`src/rtl/hbuck_pkg.sv`:
```
package hbuck_pkg;

   typedef enum logic [2:0] {
      PH_IDLE   = 3'd0,
      PH_GAP_HI = 3'd1,
      PH_HIGH   = 3'd2,
      PH_GAP_LO = 3'd3,
      PH_LOW    = 3'd4
   } phase_t;

   localparam int FLAG_BELOW = 0;
   localparam int FLAG_ILIM  = 1;
   localparam int FLAG_ZERO  = 2;
   localparam int FLAG_COUNT = 3;

endpackage

```
`src/rtl/flag_sync.sv`:
```
module flag_sync #(
   parameter int DEPTH = 2
) (
   input  logic clk,
   input  logic rst_n,
   input  logic d,
   output logic q
);

   if (DEPTH < 2) begin : g_bad_depth
      $error("flag_sync: DEPTH must be at least 2");
   end

   logic [DEPTH-1:0] chain;

   always_ff @(posedge clk or negedge rst_n) begin
      if (!rst_n) chain <= '0;
      else        chain <= {chain[DEPTH-2:0], d};
   end

   assign q = chain[DEPTH-1];

endmodule

```
`src/rtl/dwell_counter.sv`:
```
module dwell_counter #(
   parameter int W   = 4,
   parameter int MAX = 11
) (
   input  logic         clk,
   input  logic         rst_n,
   input  logic         restart,
   output logic [W-1:0] count
);

   if (MAX >= (1 << W)) begin : g_bad_width
      $error("dwell_counter: MAX does not fit in W bits");
   end

   localparam logic [W-1:0] CAP = W'(MAX);

   always_ff @(posedge clk or negedge rst_n) begin
      if (!rst_n)            count <= '0;
      else if (restart)      count <= '0;
      else if (count != CAP) count <= count + 1'b1;
   end

endmodule

```
`src/rtl/hbuck_gate_ctl.sv`:
```
module hbuck_gate_ctl
   import hbuck_pkg::*;
#(
   parameter int T_ON_CYC   = 11,
   parameter int T_OFF_CYC  = 10,
   parameter int SYNC_DEPTH = 2
) (
   input  logic clk,
   input  logic rst_n,
   input  logic enable_i,
   input  logic below_reg_i,
   input  logic hs_ilim_i,
   input  logic ls_izero_i,
   output logic hs_gate_o,
   output logic ls_gate_o
);

   localparam int CNT_MAX = (T_ON_CYC > T_OFF_CYC) ? T_ON_CYC : T_OFF_CYC;
   localparam int CNT_W   = $clog2(CNT_MAX + 1);
   localparam int RUN_W   = $clog2(CNT_MAX + 8) + 1;

   if (T_ON_CYC < 1) begin : g_bad_on
      $error("hbuck_gate_ctl: T_ON_CYC must be at least 1");
   end
   if (T_OFF_CYC < 1) begin : g_bad_off
      $error("hbuck_gate_ctl: T_OFF_CYC must be at least 1");
   end

   // comparator synchronisers
   logic [FLAG_COUNT-1:0] flag_raw, flag_s;
   assign flag_raw[FLAG_BELOW] = below_reg_i;
   assign flag_raw[FLAG_ILIM]  = hs_ilim_i;
   assign flag_raw[FLAG_ZERO]  = ls_izero_i;

   for (genvar g = 0; g < FLAG_COUNT; g++) begin : g_sync
      flag_sync #(.DEPTH(SYNC_DEPTH)) u_sync (
         .clk   (clk),
         .rst_n (rst_n),
         .d     (flag_raw[g]),
         .q     (flag_s[g])
      );
   end

   logic below_s, ilim_s, zero_s;
   assign below_s = flag_s[FLAG_BELOW];
   assign ilim_s  = flag_s[FLAG_ILIM];
   assign zero_s  = flag_s[FLAG_ZERO];

   // phase sequencer
   phase_t           phase_q, phase_nx;
   logic [CNT_W-1:0] dwell;
   logic             on_done, off_done, idle_done;

   assign on_done   = dwell >= CNT_W'(T_ON_CYC - 1);
   assign off_done  = dwell >= CNT_W'(T_OFF_CYC - 1);
   assign idle_done = dwell >= CNT_W'(T_OFF_CYC);

   always_comb begin
      phase_nx = phase_q;
      unique case (phase_q)
         PH_IDLE:   if (enable_i && below_s && idle_done) phase_nx = PH_GAP_HI;
         PH_GAP_HI: phase_nx = enable_i ? PH_HIGH : PH_IDLE;
         PH_HIGH: begin
            if (!enable_i)                           phase_nx = PH_IDLE;
            else if (ilim_s || (on_done && !below_s)) phase_nx = PH_GAP_LO;
         end
         PH_GAP_LO: phase_nx = enable_i ? PH_LOW : PH_IDLE;
         PH_LOW: begin
            if (!enable_i)                 phase_nx = PH_IDLE;
            else if (off_done && below_s)  phase_nx = PH_GAP_HI;
         end
         default:   phase_nx = PH_IDLE;
      endcase
   end

   always_ff @(posedge clk or negedge rst_n) begin
      if (!rst_n) phase_q <= PH_IDLE;
      else        phase_q <= phase_nx;
   end

   dwell_counter #(.W(CNT_W), .MAX(CNT_MAX)) u_dwell (
      .clk     (clk),
      .rst_n   (rst_n),
      .restart (phase_nx != phase_q),
      .count   (dwell)
   );

   // rectifier release on zero current
   logic ls_done;
   always_ff @(posedge clk or negedge rst_n) begin
      if (!rst_n)                 ls_done <= 1'b0;
      else if (phase_q != PH_LOW) ls_done <= 1'b0;
      else if (zero_s)            ls_done <= 1'b1;
   end

   logic hs_q, ls_q;
   assign hs_q      = (phase_q == PH_HIGH);
   assign ls_q      = (phase_q == PH_LOW) && !ls_done;
   assign hs_gate_o = hs_q && !hs_ilim_i;
   assign ls_gate_o = ls_q;

   // run-length monitors feeding the dwell properties
   logic [RUN_W-1:0] on_run, off_run;
   always_ff @(posedge clk or negedge rst_n) begin
      if (!rst_n) begin
         on_run  <= '0;
         off_run <= '0;
      end else begin
         if (!hs_q)             on_run <= '0;
         else if (~&on_run)     on_run <= on_run + 1'b1;
         if (hs_q)              off_run <= '0;
         else if (~&off_run)    off_run <= off_run + 1'b1;
      end
   end

   a_r2_start_needs_below: assert property (@(posedge clk) disable iff (!rst_n)
      $rose(hs_q) |-> $past(below_s, 2));
   a_r3_min_on: assert property (@(posedge clk) disable iff (!rst_n)
      ($fell(hs_q) && $past(enable_i) && !$past(ilim_s)) |-> (on_run >= RUN_W'(T_ON_CYC)));
   a_r4_ilim_ends_pulse: assert property (@(posedge clk) disable iff (!rst_n)
      (hs_q && ilim_s) |=> !hs_q);
   a_r5_min_off: assert property (@(posedge clk) disable iff (!rst_n)
      $rose(hs_q) |-> (off_run >= RUN_W'(T_OFF_CYC + 2)));
   a_r6_zero_releases_ls: assert property (@(posedge clk) disable iff (!rst_n)
      (ls_q && zero_s) |=> !ls_q);
   a_r7_ls_gap_before_hs: assert property (@(posedge clk) disable iff (!rst_n)
      $rose(hs_q) |-> !$past(ls_q));
   a_r8_hs_gap_before_ls: assert property (@(posedge clk) disable iff (!rst_n)
      $rose(ls_q) |-> !$past(hs_q));
   a_r9_disable_clears: assert property (@(posedge clk) disable iff (!rst_n)
      !enable_i |=> (!hs_gate_o && !ls_gate_o));

endmodule

```
`config.mk`:
```
export PLATFORM = sky130hd
export DESIGN_NAME = hbuck_gate_ctl
export DESIGN_NICKNAME = d
export VERILOG_FILES = /design/src/rtl/hbuck_pkg.sv /design/src/rtl/flag_sync.sv /design/src/rtl/dwell_counter.sv /design/src/rtl/hbuck_gate_ctl.sv
export SDC_FILE = /design/constraint.sdc
export NUM_CORES = 1
export LEC_CHECK = 0
export CORE_UTILIZATION = 51
export CTS_CLUSTER_SIZE = 24
export DETAILED_ROUTE_END_ITERATION = 12
export MAX_ROUTING_LAYER = met4
export PLACE_DENSITY = 0.73
export SYNTH_ARGS = -nofsm -noshare
export SYNTH_HDL_FRONTEND = slang
export SYNTH_SLANG_ARGS = --single-unit
```
`constraint.sdc`:
```
create_clock -name clk -period 1.75 [get_ports clk]
set_input_delay 0.35 -clock clk [delete_from_list [all_inputs] [get_ports clk]]
set_output_delay 0.35 -clock clk [all_outputs]
set_load 0.1 [all_outputs]
```
Word level (Yosys, flattened, before mapping)
Index checks and enable logic that the tools add are counted.
{"block": "word_totals", "ff_bits": 14, "out_inout_bits": 2}
{"block": "op_classes", "addsub": 1, "n_mux": 12, "order_cmp": 2, "reduce_logical": 13, "n_eq_ne": 7}
{"cell": "$mux W3", "count": 6}
{"cell": "$pmux W3 S5", "count": 1}
{"cell": "$ge A4 B4 Y1 const B", "count": 2}
{"cell": "$mux W4", "count": 2}
{"cell": "$eq A3 B2 Y1 const B", "count": 2}
{"cell": "$logic_and A1 B1 Y1", "count": 6}
{"cell": "$add A4 B1 Y4 const B", "count": 1}
{"cell": "$ne A4 B4 Y1 const B", "count": 1}
{"cell": "$reduce_bool A2 Y1", "count": 2}
{"cell": "$eq A3 B1 Y1 const B", "count": 1}
{"cell": "$eq A3 B3 Y1 const B", "count": 1}
{"cell": "$logic_not A1 Y1", "count": 3}
{"cell": "$logic_not A3 Y1", "count": 1}
{"cell": "$ne A3 B3 Y1", "count": 1}
{"cell": "$ne A3 B3 Y1 const B", "count": 1}
{"cell": "$mux W1", "count": 2}
{"cell": "$mux W2", "count": 1}
{"cell": "$logic_or A1 B1 Y1", "count": 1}

Logic depth before layout (Yosys ltp)
{"block": "logic_depth", "word_depth": 8, "depth_mapped": 6, "mapped_depth_nobuf": 6}

Modules after synthesis
Synthesis repeated with hierarchy kept, for this count alone.
{"block": "hier_totals", "hier_cells": 54, "area_unflattened_um2": 601.8}
{"mod": "hbuck_gate_ctl", "cells_per_inst": 29, "seq_area_each_um2": 100.1, "n_inst": 1, "area_per_inst_um2": 234.0}
{"mod": "dwell_counter", "cells_per_inst": 19, "seq_area_each_um2": 100.1, "n_inst": 1, "area_per_inst_um2": 217.7}
{"mod": "flag_sync", "cells_per_inst": 2, "seq_area_each_um2": 50.0, "n_inst": 3, "area_per_inst_um2": 50.0}

Worst setup path after synthesis
Ideal clock, no wire load.
{"block": "synth_timing", "path_kind": "reg-to-output", "start": "reg phase_q[0]", "end": "out hs_gate_o", "path_buffers": 1, "stages_incl_launch_ff": 3, "arrival_ps": 3629, "path_slack_ps": -2229, "cell_sequence": "dfrtp_1 -> buf_6 -> nor4b_1"}
{"block": "synth_between", "elab_chain_len": 2}
{"element": "start: declaration", "line": "hbuck_gate_ctl.sv:50", "source": "phase_t phase_q, phase_nx;"}
{"element": "start signal: assignment", "line": "hbuck_gate_ctl.sv:78", "source": "else phase_q <= phase_nx;"}
{"element": "$eq A3 B2 Y1", "line": "hbuck_gate_ctl.sv:97", "source": "assign hs_q = (phase_q == PH_HIGH);"}
{"element": "$logic_and A1 B1 Y1", "line": "hbuck_gate_ctl.sv:99", "source": "assign hs_gate_o = hs_q && !hs_ilim_i;"}
{"element": "end: declaration", "line": "hbuck_gate_ctl.sv:14", "source": "output logic hs_gate_o,"}
No other way between the ends.

Worst setup path after layout
{"block": "layout_timing", "start": "reg u_dwell.count[0]", "end": "reg u_dwell.count[3]"}
{"block": "layout_between", "elab_chain_len": 8, "elab_cells_between_ends": 18}
{"element": "start: declaration", "line": "dwell_counter.sv:8", "source": "output logic [W-1:0] count"}
{"element": "start signal: assignment", "line": "dwell_counter.sv:20", "source": "else if (count != CAP) count <= count + 1'b1;"}
{"element": "$ge A4 B4 Y1", "line": "hbuck_gate_ctl.sv:54, hbuck_gate_ctl.sv:56"}
{"element": "$logic_and A1 B1 Y1", "line": "hbuck_gate_ctl.sv:65", "source": "else if (ilim_s || (on_done && !below_s)) phase_nx = PH_GAP_LO;"}
{"element": "$logic_or A1 B1 Y1", "line": "hbuck_gate_ctl.sv:65"}
{"element": "$mux W3", "line": "hbuck_gate_ctl.sv:65"}
{"element": "$mux W3", "line": "hbuck_gate_ctl.sv:64", "source": "if (!enable_i) phase_nx = PH_IDLE;"}
{"element": "$pmux W3 S5", "line": "hbuck_gate_ctl.sv:60", "source": "unique case (phase_q)"}
{"element": "$ne A3 B3 Y1", "line": "hbuck_gate_ctl.sv:84", "source": ".restart (phase_nx != phase_q),"}
{"element": "$mux W4 or $reduce_bool A2 Y1 (tied branches)"}
Several ways; a longest one is shown, not always the timed one. The select of a mux whose other input is x is not followed.
A chain may end at the register's enable or synchronous reset.

==> impl_metrics.csv <==
group,metric,value,unit
logic_synthesis,yosysTopAreaCellShare,51.9,%
clock_tree,cts_root_buf,"clkbuf_4",
drt,route.detailed.wl_per_inst,15.9,microns
final_layout,diodes,0,
die,die_y,38.4,microns
final_layout,stdcell_count,89,
drt,routed_wl,1410,microns
sta,period_minus_slack,1.71,ns
flow_run,maxCapViolations,0,
logic_synthesis,syn_avg_cell_area,10.9,sq um
power,leakagePower,0.400,nW
clock_tree,htree_levels,1,
sta,rsz0062_at_grt,"yes",
setup_path,cp.arrival,1.91,ns
sta,hold_viol_final,0,
setup_path,worst_setup_path_end_kind,"flip-flop",
place,numPortBuffers,7,
worst_hold_path,hold_class,"flip-flop to flip-flop",
logic_synthesis,synth.distinct_cells,27,
final_layout,synthToLayoutAreaGrowth,34.0,%
logic_synthesis,ys_ff_latch,14,
die,initial_core_util,57.6,%
power,ir_drop,919,uV
logic_synthesis,synthCells,62,
setup_path,worstPathMaxFanout,4,
logic_synthesis,post-synth-top-area-cell,"dfrtp_1",
setup_path,start_kind,"flip-flop",
setup_path,rr_endpoint,"u_dwell.count[3]",
clock_tree,cts_tree,"yes",
setup_path,rr_worst_depth,5,
logic_synthesis,syn-cell-area,674,sq um
logic_synthesis,ys.flop_type,"dfrtp_1",
logic_synthesis,syn-num-nets,72,
global_routing,track_usage,22.2,%
die,dieArea,1470,sq um
logic_synthesis,yosysMostFrequentCell,"dfrtp_1",
sta,relSlewSlack,70.9,%
sta,setup_viol,0,
sta,report.final.slew_viol_count,0,
worst_hold_path,worstHoldPathCells,0,
die,die_w,38.4,microns
logic_synthesis,ys_seq_area_share,51.9,%
logic_synthesis,async_flop_share,100,%
logic_synthesis,synth_warnings,0,
power,finalPower,1.18,mW
place,dp.cells,84,
drt,drc_errors,0,
power,powerDensity,1310,nW/um^2
die,rows,12,
worst_hold_path,hp-start,"g_sync[0].u_sync.chain[0]",
sta,clock_skew,0.0126,ns
drt,dr.pass1.iters,4,
sta,max_clock_freq,0.586,GHz
clock_tree,clock_latency,0.29,ns
drt,via_per_inst,5.55,
clock_tree,cts_sinks,14,
clock_tree,clockBufferDepth,2,
setup_path,r2r-start,"u_dwell.count[0]",
logic_synthesis,synthTopCellsByCount,"dfrtp_1, nor2_1, nor3_1",
global_routing,grt_pass1_wl,2050,microns
setup_path,regToRegSetupSlack,0.04,ns
clock_tree,clk_pin_slew_worst_paths,0.09,ns
setup_path,crit_type,"flip-flop to flip-flop",
logic_synthesis,synth-edff-count,0,
place,routabilityCongestion,0.728,
global_routing,grt_overflow,0,
logic_synthesis,ys_top_cells_by_area,"dfrtp_1, ha_1, nor3_1",
sta,fin_tns_setup,0,ns
clock_tree,cts_buffers,3,
global_routing,grt_pass1_vias,444,
global_routing,grt_max_degree,15,
final_layout,layout-drive-gt1-share,33.3,%
drt,vias,494,
sta,fin_ws,0.0431,ns
run_status,outcome,"completed",
drt,drt_iter0_markers,8,
sta,finalCritPeriodShare,97.5,%
die,io_pins,8,
drt,ant_nets,0,
place,place_ws,-0.105,ns
place,dp.final_hpwl,878,microns
final_layout,finalNetCount,86,
worst_hold_path,min_to,"g_sync[0].u_sync.chain[1]",
die,core,1170,sq um
setup_path,cp.required,1.95,ns
sta,tightest_slew,0.434,ns
global_routing,antenna_found_initial,0,
==> worst max-delay path, cell delays in order, from the launching register on <==
cell and delay (ns):
dfrtp_1 0.41, ha_1 0.20, or3b_4 0.42, a31oi_2 0.21, o22ai_2 0.15, nor3_2 0.22
==> worst max path at each step <==
stage                           from               end  cells after the start
floorplan                 phase_q[2]         hs_gate_o                      1
global placement            enable_i  u_dwell.count[3]                      5
detailed placement          enable_i  u_dwell.count[3]                      5
CTS                       phase_q[0]         ls_gate_o                      4
global route        u_dwell.count[0]  u_dwell.count[3]                      6
finish              u_dwell.count[0]  u_dwell.count[3]                      5
==> cell type report <==
| cell class | count | area [sq um] |
|---|---|---|
| inverter | 3 | 11.3 |
| fill | 84 | 268 |
| sequential | 14 | 354 |
| tap | 14 | 17.5 |
| timing repair buffer | 11 | 120 |
| clock buffer | 4 | 36.3 |
| multi-input combinational | 43 | 364 |
==> power breakdown <==
part | switching, mW | internal (mW)
logic | 0.242 | 0.234
clock network | 0.111 | 0.127
registers | 0.0796 | 0.388
total | 0.432 | 0.748
==> metal layers <==
layer  track usage (%)  vias to the layer above  share of wire [%]
met5                 -                        -                  0
met4              7.76                        0                  0
met3              8.72                        0                4.5
met2              30.5                       13                 52
met1              29.9                      240                 43
li1                  -                      241                  -
==> registers in the layout, summed over array words and instances (netlist names) <==
register / count
g_sync.u_sync.chain: 6
u_dwell.count: 4
ls_done: 1
phase_q: 3
==> cell families (layout without fill, tap and decap cells) <==
group	count (synthesis)	count (layout)	synth area share, %
compound gates	7	7	7.24
xor+xnor	4	4	5.20
fa+ha+maj	4	4	7.42
buf+inv	5	18	4.08
flops	14	14	51.9
mux	2	2	2.97
simple gates	26	26	21.2
==> layout by cell type (no fill, tap or decap), types with 2 or more instances in the layout <==
cell,instances
buf_12,2
buf_4,4
clkbuf_4,3
clkdlybuf4s50_1,5
dfrtp_1,11
dfrtp_2,3
ha_1,4
inv_1,3
mux2i_1,2
nand2_1,2
nand3_1,2
nor2_1,6
nor3_2,5
xnor2_1,2
xor2_1,2
==> timing repair <==
| item | 4_1_cts | 5_1_grt |
|---|---|---|
| hold buffers | 0 | 0 |
| pin swaps | 1 | 1 |
| endpoints found under the setup margin | 2 | 6 |
| buffers inserted | 0 | 1 |
| gates resized for setup | 1 | 10 |
==> metrics by stage <==
stage	instance area, sq um	utilization [%]	hold WS (ns)
after global placement	812	69.3	0.332
after CTS	850	72.5	0.345
after floorplan	698	-	0.0544
after global routing	903	77.1	0.342
final	903	77.1	0.336
after detailed placement	812	69.3	0.336
Note: power is estimated with default switching activity, not from simulation.
